===== src/rtl/pgc_pkg.sv =====
package pgc_pkg;
   // index of the control register inside a slot window
   localparam int unsigned CTRL_IDX = 0;
   // soft-enable bit position in the control register
   localparam int unsigned SOFT_BIT = 7;

   typedef enum logic [1:0] {
      HIT_NONE = 2'd0,
      HIT_DIS  = 2'd1,
      HIT_SLOT = 2'd2
   } hit_e;
endpackage


===== src/rtl/pgc_dis_bank.sv =====
module pgc_dis_bank #(
   parameter int unsigned NREG   = 4,
   parameter int unsigned DATA_W = 8,
   parameter logic [NREG*DATA_W-1:0] IMPL_MASK = '1,
   localparam int unsigned SEL_W = (NREG > 1) ? $clog2(NREG) : 1
) (
   input  logic                   clk,
   input  logic                   rst_n,
   input  logic                   wr_en,
   input  logic [SEL_W-1:0]       reg_sel,
   input  logic [DATA_W-1:0]      wdata,
   output logic [DATA_W-1:0]      rdata,
   output logic [NREG*DATA_W-1:0] hard_bits
);
   logic [DATA_W-1:0] bank_q [NREG];

   for (genvar k = 0; k < NREG; k++) begin : g_reg
      localparam logic [DATA_W-1:0] MASK_K = IMPL_MASK[k*DATA_W +: DATA_W];
      logic [DATA_W-1:0] q;
      always_ff @(posedge clk or negedge rst_n) begin
         if (!rst_n)
            q <= '0;
         else if (wr_en && (reg_sel == SEL_W'(k)))
            q <= wdata & MASK_K;
      end
      assign bank_q[k] = q;
      assign hard_bits[k*DATA_W +: DATA_W] = q;


      dis_wr_chk: assert property (@(posedge clk) disable iff (!rst_n)
         (wr_en && reg_sel == SEL_W'(k)) |=> (q == ($past(wdata) & MASK_K)));

      unimpl_zero_chk: assert property (@(posedge clk) disable iff (!rst_n)
         ((q & ~MASK_K) == '0));
   end

   always_comb begin
      rdata = '0;
      for (int k = 0; k < NREG; k++)
         if (reg_sel == SEL_W'(k)) rdata = bank_q[k];
   end
endmodule


===== src/rtl/pgc_slot.sv =====
module pgc_slot #(
   parameter int unsigned DATA_W   = 8,
   parameter int unsigned RPS      = 2,
   parameter logic [DATA_W-1:0] CTRL_RST = '0,
   localparam int unsigned IDX_W = $clog2(RPS)
) (
   input  logic              clk,
   input  logic              rst_n,
   input  logic              hard_dis,
   input  logic              wr_en,
   input  logic [IDX_W-1:0]  reg_idx,
   input  logic [DATA_W-1:0] wdata,
   output logic [DATA_W-1:0] rdata,
   output logic              clk_en,
   output logic              acc_grant,
   output logic              op_en
);
   import pgc_pkg::*;

   logic [DATA_W-1:0] regs_q [RPS];

   for (genvar i = 0; i < RPS; i++) begin : g_reg
      logic [DATA_W-1:0] q;
      logic              hit;
      assign hit = wr_en && !hard_dis && (reg_idx == IDX_W'(i));
      if (i == CTRL_IDX) begin : g_ctrl
         always_ff @(posedge clk or negedge rst_n) begin
            if (!rst_n)        q <= CTRL_RST;
            else if (hard_dis) q <= CTRL_RST;
            else if (hit)      q <= wdata;
         end

         ctrl_clear_chk: assert property (@(posedge clk) disable iff (!rst_n)
            hard_dis |=> (q == CTRL_RST));
      end else begin : g_buf
         always_ff @(posedge clk or negedge rst_n) begin
            if (!rst_n)   q <= '0;
            else if (hit) q <= wdata;
         end

         buf_hold_chk: assert property (@(posedge clk) disable iff (!rst_n)
            (hard_dis && wr_en) |=> $stable(q));
      end
      assign regs_q[i] = q;
   end

   always_comb begin
      rdata = '0;
      for (int i = 0; i < RPS; i++)
         if (reg_idx == IDX_W'(i)) rdata = regs_q[i];
   end

   assign clk_en    = !hard_dis;
   assign acc_grant = !hard_dis;
   assign op_en     = !hard_dis && regs_q[CTRL_IDX][SOFT_BIT];


   gate_off_chk: assert property (@(posedge clk) disable iff (!rst_n)
      hard_dis |-> (!clk_en && !acc_grant && !op_en));

   op_needs_grant_chk: assert property (@(posedge clk) disable iff (!rst_n)
      op_en |-> acc_grant);
endmodule


===== src/rtl/periph_gate_ctrl.sv =====
module periph_gate_ctrl #(
   parameter int unsigned DIS_REGS  = 4,
   parameter int unsigned DATA_W    = 8,
   parameter int unsigned RPS       = 2,
   parameter int unsigned ADDR_W    = 8,
   parameter int unsigned SLOT_BASE = 32'h20,
   parameter logic [DIS_REGS*DATA_W-1:0] IMPL_MASK = 32'h7FDE_FFFE,
   parameter logic [DATA_W-1:0] CTRL_RST = '0,
   localparam int unsigned NSLOT = DIS_REGS * DATA_W
) (
   input  logic              clk,
   input  logic              rst_n,
   input  logic              bus_wr,
   input  logic [ADDR_W-1:0] bus_addr,
   input  logic [DATA_W-1:0] bus_wdata,
   output logic [DATA_W-1:0] bus_rdata,
   output logic [NSLOT-1:0]  clk_en,
   output logic [NSLOT-1:0]  acc_grant,
   output logic [NSLOT-1:0]  op_en
);
   import pgc_pkg::*;

   localparam int unsigned DSEL_W = $clog2(DIS_REGS);
   localparam int unsigned IDX_W  = $clog2(RPS);
   localparam int unsigned SLOT_W = $clog2(NSLOT);
   localparam int unsigned SPAN   = NSLOT * RPS;

   // elaboration-time parameter checks
   if (DATA_W < SOFT_BIT + 1) begin : g_bad_w
      $error("DATA_W must hold the soft-enable bit");
   end
   if (DIS_REGS < 2 || (1 << DSEL_W) != DIS_REGS) begin : g_bad_nreg
      $error("DIS_REGS must be a power of two >= 2");
   end
   if (RPS < 2 || (1 << IDX_W) != RPS) begin : g_bad_rps
      $error("RPS must be a power of two >= 2");
   end
   if (SLOT_BASE < DIS_REGS || SLOT_BASE + SPAN > (1 << ADDR_W)) begin : g_bad_map
      $error("slot window does not fit the address space");
   end

   // address decode
   hit_e              hit;
   logic [ADDR_W-1:0] off;
   logic [SLOT_W-1:0] slot_sel;
   logic [IDX_W-1:0]  reg_idx;

   assign off      = bus_addr - ADDR_W'(SLOT_BASE);
   assign slot_sel = SLOT_W'(off >> IDX_W);
   assign reg_idx  = IDX_W'(off);

   always_comb begin
      if (bus_addr < ADDR_W'(DIS_REGS))
         hit = HIT_DIS;
      else if (bus_addr >= ADDR_W'(SLOT_BASE) && off < ADDR_W'(SPAN))
         hit = HIT_SLOT;
      else
         hit = HIT_NONE;
   end

   // hard-disable bank
   logic [NSLOT-1:0]  hard_bits;
   logic [DATA_W-1:0] dis_rdata;

   pgc_dis_bank #(
      .NREG      (DIS_REGS),
      .DATA_W    (DATA_W),
      .IMPL_MASK (IMPL_MASK)
   ) u_bank (
      .clk       (clk),
      .rst_n     (rst_n),
      .wr_en     (bus_wr && hit == HIT_DIS),
      .reg_sel   (DSEL_W'(bus_addr)),
      .wdata     (bus_wdata),
      .rdata     (dis_rdata),
      .hard_bits (hard_bits)
   );

   // per-slot register windows and gating
   logic [DATA_W-1:0] slot_rd [NSLOT];

   for (genvar s = 0; s < NSLOT; s++) begin : g_slot
      if (IMPL_MASK[s]) begin : g_impl
         pgc_slot #(
            .DATA_W   (DATA_W),
            .RPS      (RPS),
            .CTRL_RST (CTRL_RST)
         ) u_slot (
            .clk       (clk),
            .rst_n     (rst_n),
            .hard_dis  (hard_bits[s]),
            .wr_en     (bus_wr && hit == HIT_SLOT && slot_sel == SLOT_W'(s)),
            .reg_idx   (reg_idx),
            .wdata     (bus_wdata),
            .rdata     (slot_rd[s]),
            .clk_en    (clk_en[s]),
            .acc_grant (acc_grant[s]),
            .op_en     (op_en[s])
         );
      end else begin : g_absent
         assign slot_rd[s]   = '0;
         assign clk_en[s]    = 1'b0;
         assign acc_grant[s] = 1'b0;
         assign op_en[s]     = 1'b0;
      end
   end

   // read mux
   always_comb begin
      unique case (hit)
         HIT_DIS:  bus_rdata = dis_rdata;
         HIT_SLOT: bus_rdata = (IMPL_MASK[slot_sel] && !hard_bits[slot_sel])
                               ? slot_rd[slot_sel] : '0;
         default:  bus_rdata = '0;
      endcase
   end


   hidden_read_chk: assert property (@(posedge clk) disable iff (!rst_n)
      (hit == HIT_SLOT && hard_bits[slot_sel]) |-> (bus_rdata == '0));

   unmapped_read_chk: assert property (@(posedge clk) disable iff (!rst_n)
      (hit == HIT_NONE) |-> (bus_rdata == '0));

   absent_out_chk: assert property (@(posedge clk) disable iff (!rst_n)
      ((clk_en | acc_grant | op_en) & ~IMPL_MASK) == '0);

   gate_follow_chk: assert property (@(posedge clk) disable iff (!rst_n)
      (bus_wr && hit == HIT_DIS && bus_wdata[1] && bus_addr == '0 && IMPL_MASK[1])
      |=> !clk_en[1]);
endmodule


===== config.mk =====
export PLATFORM = sky130hd
export DESIGN_NAME = periph_gate_ctrl
export DESIGN_NICKNAME = d
export VERILOG_FILES = /design/src/rtl/pgc_pkg.sv /design/src/rtl/pgc_dis_bank.sv /design/src/rtl/pgc_slot.sv /design/src/rtl/periph_gate_ctrl.sv
export SDC_FILE = /design/constraint.sdc
export NUM_CORES = 1
export LEC_CHECK = 0
export BUFFER_PORTS_ARGS = -buffer_cell sky130_fd_sc_hd__buf_2
export CORE_MARGIN = 3
export CORE_UTILIZATION = 38
export DETAILED_ROUTE_END_ITERATION = 8
export PLACE_DENSITY = 0.57
export SETUP_SLACK_MARGIN = 0.4
export SLEW_MARGIN = 20
export SYNTH_ARGS = -nofsm -noshare
export SYNTH_HDL_FRONTEND = slang
export SYNTH_HIERARCHICAL = 1
export SYNTH_SLANG_ARGS = --single-unit

===== constraint.sdc =====
create_clock -name clk -period 4.2 [get_ports clk]
set_clock_uncertainty 0.15 [all_clocks]
set_input_delay 0.42 -clock clk [delete_from_list [all_inputs] [get_ports clk]]
set_output_delay 0.42 -clock clk [all_outputs]
set_load 0.05 [all_outputs]

==> impl_metrics.json <==
{
  "cts_root_buffer": "clkbuf_16",
  "arrival_ns": 3.20,
  "min_path_type": "input port to register",
  "antenna_found_initial": 2,
  "cpMostUsedCell": "buf_12",
  "die-area_mm2": 0.0723,
  "avgSynthCellArea_um2": 11.5,
  "status": "completed",
  "fin_nets": 2373,
  "routed_wirelength_um": 77300,
  "hold_depth": 3,
  "syn_to_final_growth_pct": 11.1,
  "critPathLaunchType": "input port",
  "r2r_setup_slack_ns": 2.45,
  "cts_tree": "done",
  "rsz0062_at_grt": "true",
  "path_clk_slew_ns": 0.06,
  "grt_max_degree": 132,
  "drc": 0,
  "place_hpwl_um": 51800,
  "switchingPower_uw": 2870,
  "grt_pass1_wl_um": 117000,
  "preCtsSetupSlack_ns": 0.115,
  "p_total_uw": 10800,
  "detail-route-antenna-nets": 0,
  "netlist_instances": 2276,
  "cts_buffer_depth": 3,
  "grt_util_all_layers": 0.214,
  "row_count": 95,
  "power.leakage_uw": 0.0140,
  "initialDrtViolationCount": 1295,
  "die_x_um": 269,
  "synth_area_mm2": 0.0263,
  "critPathKind": "input port to output pin",
  "cp_data_required_time_ns": 3.63,
  "vias_per_cell": 5.34,
  "max_stage_delay_ns": 0.45,
  "crit_path_end_kind": "output pin",
  "pwr-share-comb": 0.120,
  "grt.overflow.total": 0,
  "tns_ns": 0,
  "fin_ws_ns": 0.432,
  "drive_gt1_frac": 0.370,
  "worst-path-buf-inv": 5,
  "wire_per_inst_um": 23.3,
  "final_util": 0.430,
  "cts.sinks": 476,
  "r2r_cells": 6,
  "final_max_slew_viol_count": 0,
  "ir_drop_mv": 0.292,
  "layout_common_cells": "476 x dfrtp_1, 472 x nand2_1, 273 x mux2_2, 242 x a21oi_1, 224 x mux2_4",
  "swShare": 0.266,
  "cts-buffers-inserted": 54,
  "gp_congestion": 0.894,
  "fin_crit_sh": 0.897,
  "slew_headroom": 0.314,
  "crit_family": "buffers and inverters",
  "crit_fanout": 55,
  "dr.pass1.iters": 5,
  "num_io_pins": 123,
  "layout_min_cycle_time_ns": 3.77,
  "cpMaxStageDelayCell": "mux4_2",
  "maxCapViolations": 0,
  "cp.depth": 10,
  "setup_viol": 0,
  "htreeDepth": 2,
  "core-area_mm2": 0.0679,
  "grt_pass1_vias": 18200,
  "fill_cells": 6300,
  "cell_internal_pwr_uw": 7920,
  "io_buffers": 110,
  "power.density_mw_per_mm2": 370,
  "hold_viol_final": 0,
  "pwr-share-clk": 0.430,
  "start_util": 0.387,
  "cp_cell_sequence": "buf_16, buf_12, buf_12, buf_4, mux2_2, mux4_2, a22o_1, nor3_1, a221oi_4, buf_6",
  "vias": 17700,
  "power_frac_seq": 0.451,
  "max_slew.worst_pin.slew_ns": 1.03,
  "ys_warn_count": 6,
  "final_common_cell": "dfrtp_1",
  "fmax_mhz": 265,
  "die_h_um": 269,
  "insertion_delay_ns": 0.61
}
## area by class of cell
cell class              instances  area [µm²]  area share
well taps                     921        1150      0.0395
flip-flops and latches        476       11900       0.408
inverters                      34         163     0.00557
clock buffers                  76        1510      0.0519
diodes                          1        2.50   0.0000857
repair buffers                201        1460      0.0499
multi-input cells            1586       12800       0.438
clock inverters                17         194     0.00664
## metal layers
layer	GRT usage	up-vias	routed length [µm]
li1	-	8002	-
met1	0.300	9051	34600
met2	0.335	506	35300
met3	0.0362	130	4690
met4	0.0752	2	2670
met5	0	-	19
## stage by stage
stage,instances,hold slack [ns],instance area [µm²]
2_1_floorplan,2287,-0.0256,26300
3_3_place_gp,3214,0.270,27400
3_5_place_dp,3214,0.271,27400
4_1_cts,3308,0.160,29100
5_1_grt,3311,0.169,29200
6_report,3312,0.157,29200
## state kept, by name, summed over array words and instances, names as in the netlist
name	count
g_slot.g_impl.u_slot/g.q	448
u_bank/g.q	28
## path summary, 6_finish.rpt
check	from	end
max	bus_addr[0]	bus_rdata[6]
min	bus_wdata[4]	g_slot[6].g_impl.u_slot/g_reg[0].q[4]$_DFFE_PN0P_
max reg2reg	u_bank/g_reg[1].q[7]$_DFFE_PN0P_	g_slot[15].g_impl.u_slot/g_reg[1].q[1]$_DFFE_PN0P_
min reg2reg	g_slot[6].g_impl.u_slot/g_reg[1].q[6]$_DFFE_PN0P_	g_slot[6].g_impl.u_slot/g_reg[1].q[6]$_DFFE_PN0P_
max in group asynchronous	rst_n	g_slot[20].g_impl.u_slot/g_reg[1].q[2]$_DFFE_PN0P_
min in group asynchronous	rst_n	g_slot[3].g_impl.u_slot/g_reg[1].q[7]$_DFFE_PN0P_
## repair_timing
action	4_1_cts	5_1_grt
pin swaps	0	3
setup endpoints to repair	8	8
buffers inserted	0	3
endpoints found under the hold margin	58	0
hold buffers	1	0
gates resized for setup	9	13
## worst reg2reg max path: stages, from the launching register on
cell	delay (ns)
dfrtp_1	0.37
buf_6	0.12
buf_4	0.13
buf_4	0.16
clkinv_2	0.14
nand3_4	0.21
mux2_4	0.36
## power groups by stage
stage / sequential (µW) / combinational, µW / clock [µW]
final: 4860 / 1290 / 4640
after global routing: 4880 / 1370 / 4930
after CTS: 4860 / 1290 / 4750
after detailed placement: 4940 / 1280 / 0
after global placement: 4930 / 1260 / 0
after floorplan: 4910 / 833 / 0
No activity file was read; power rests on OpenSTA's default activity.
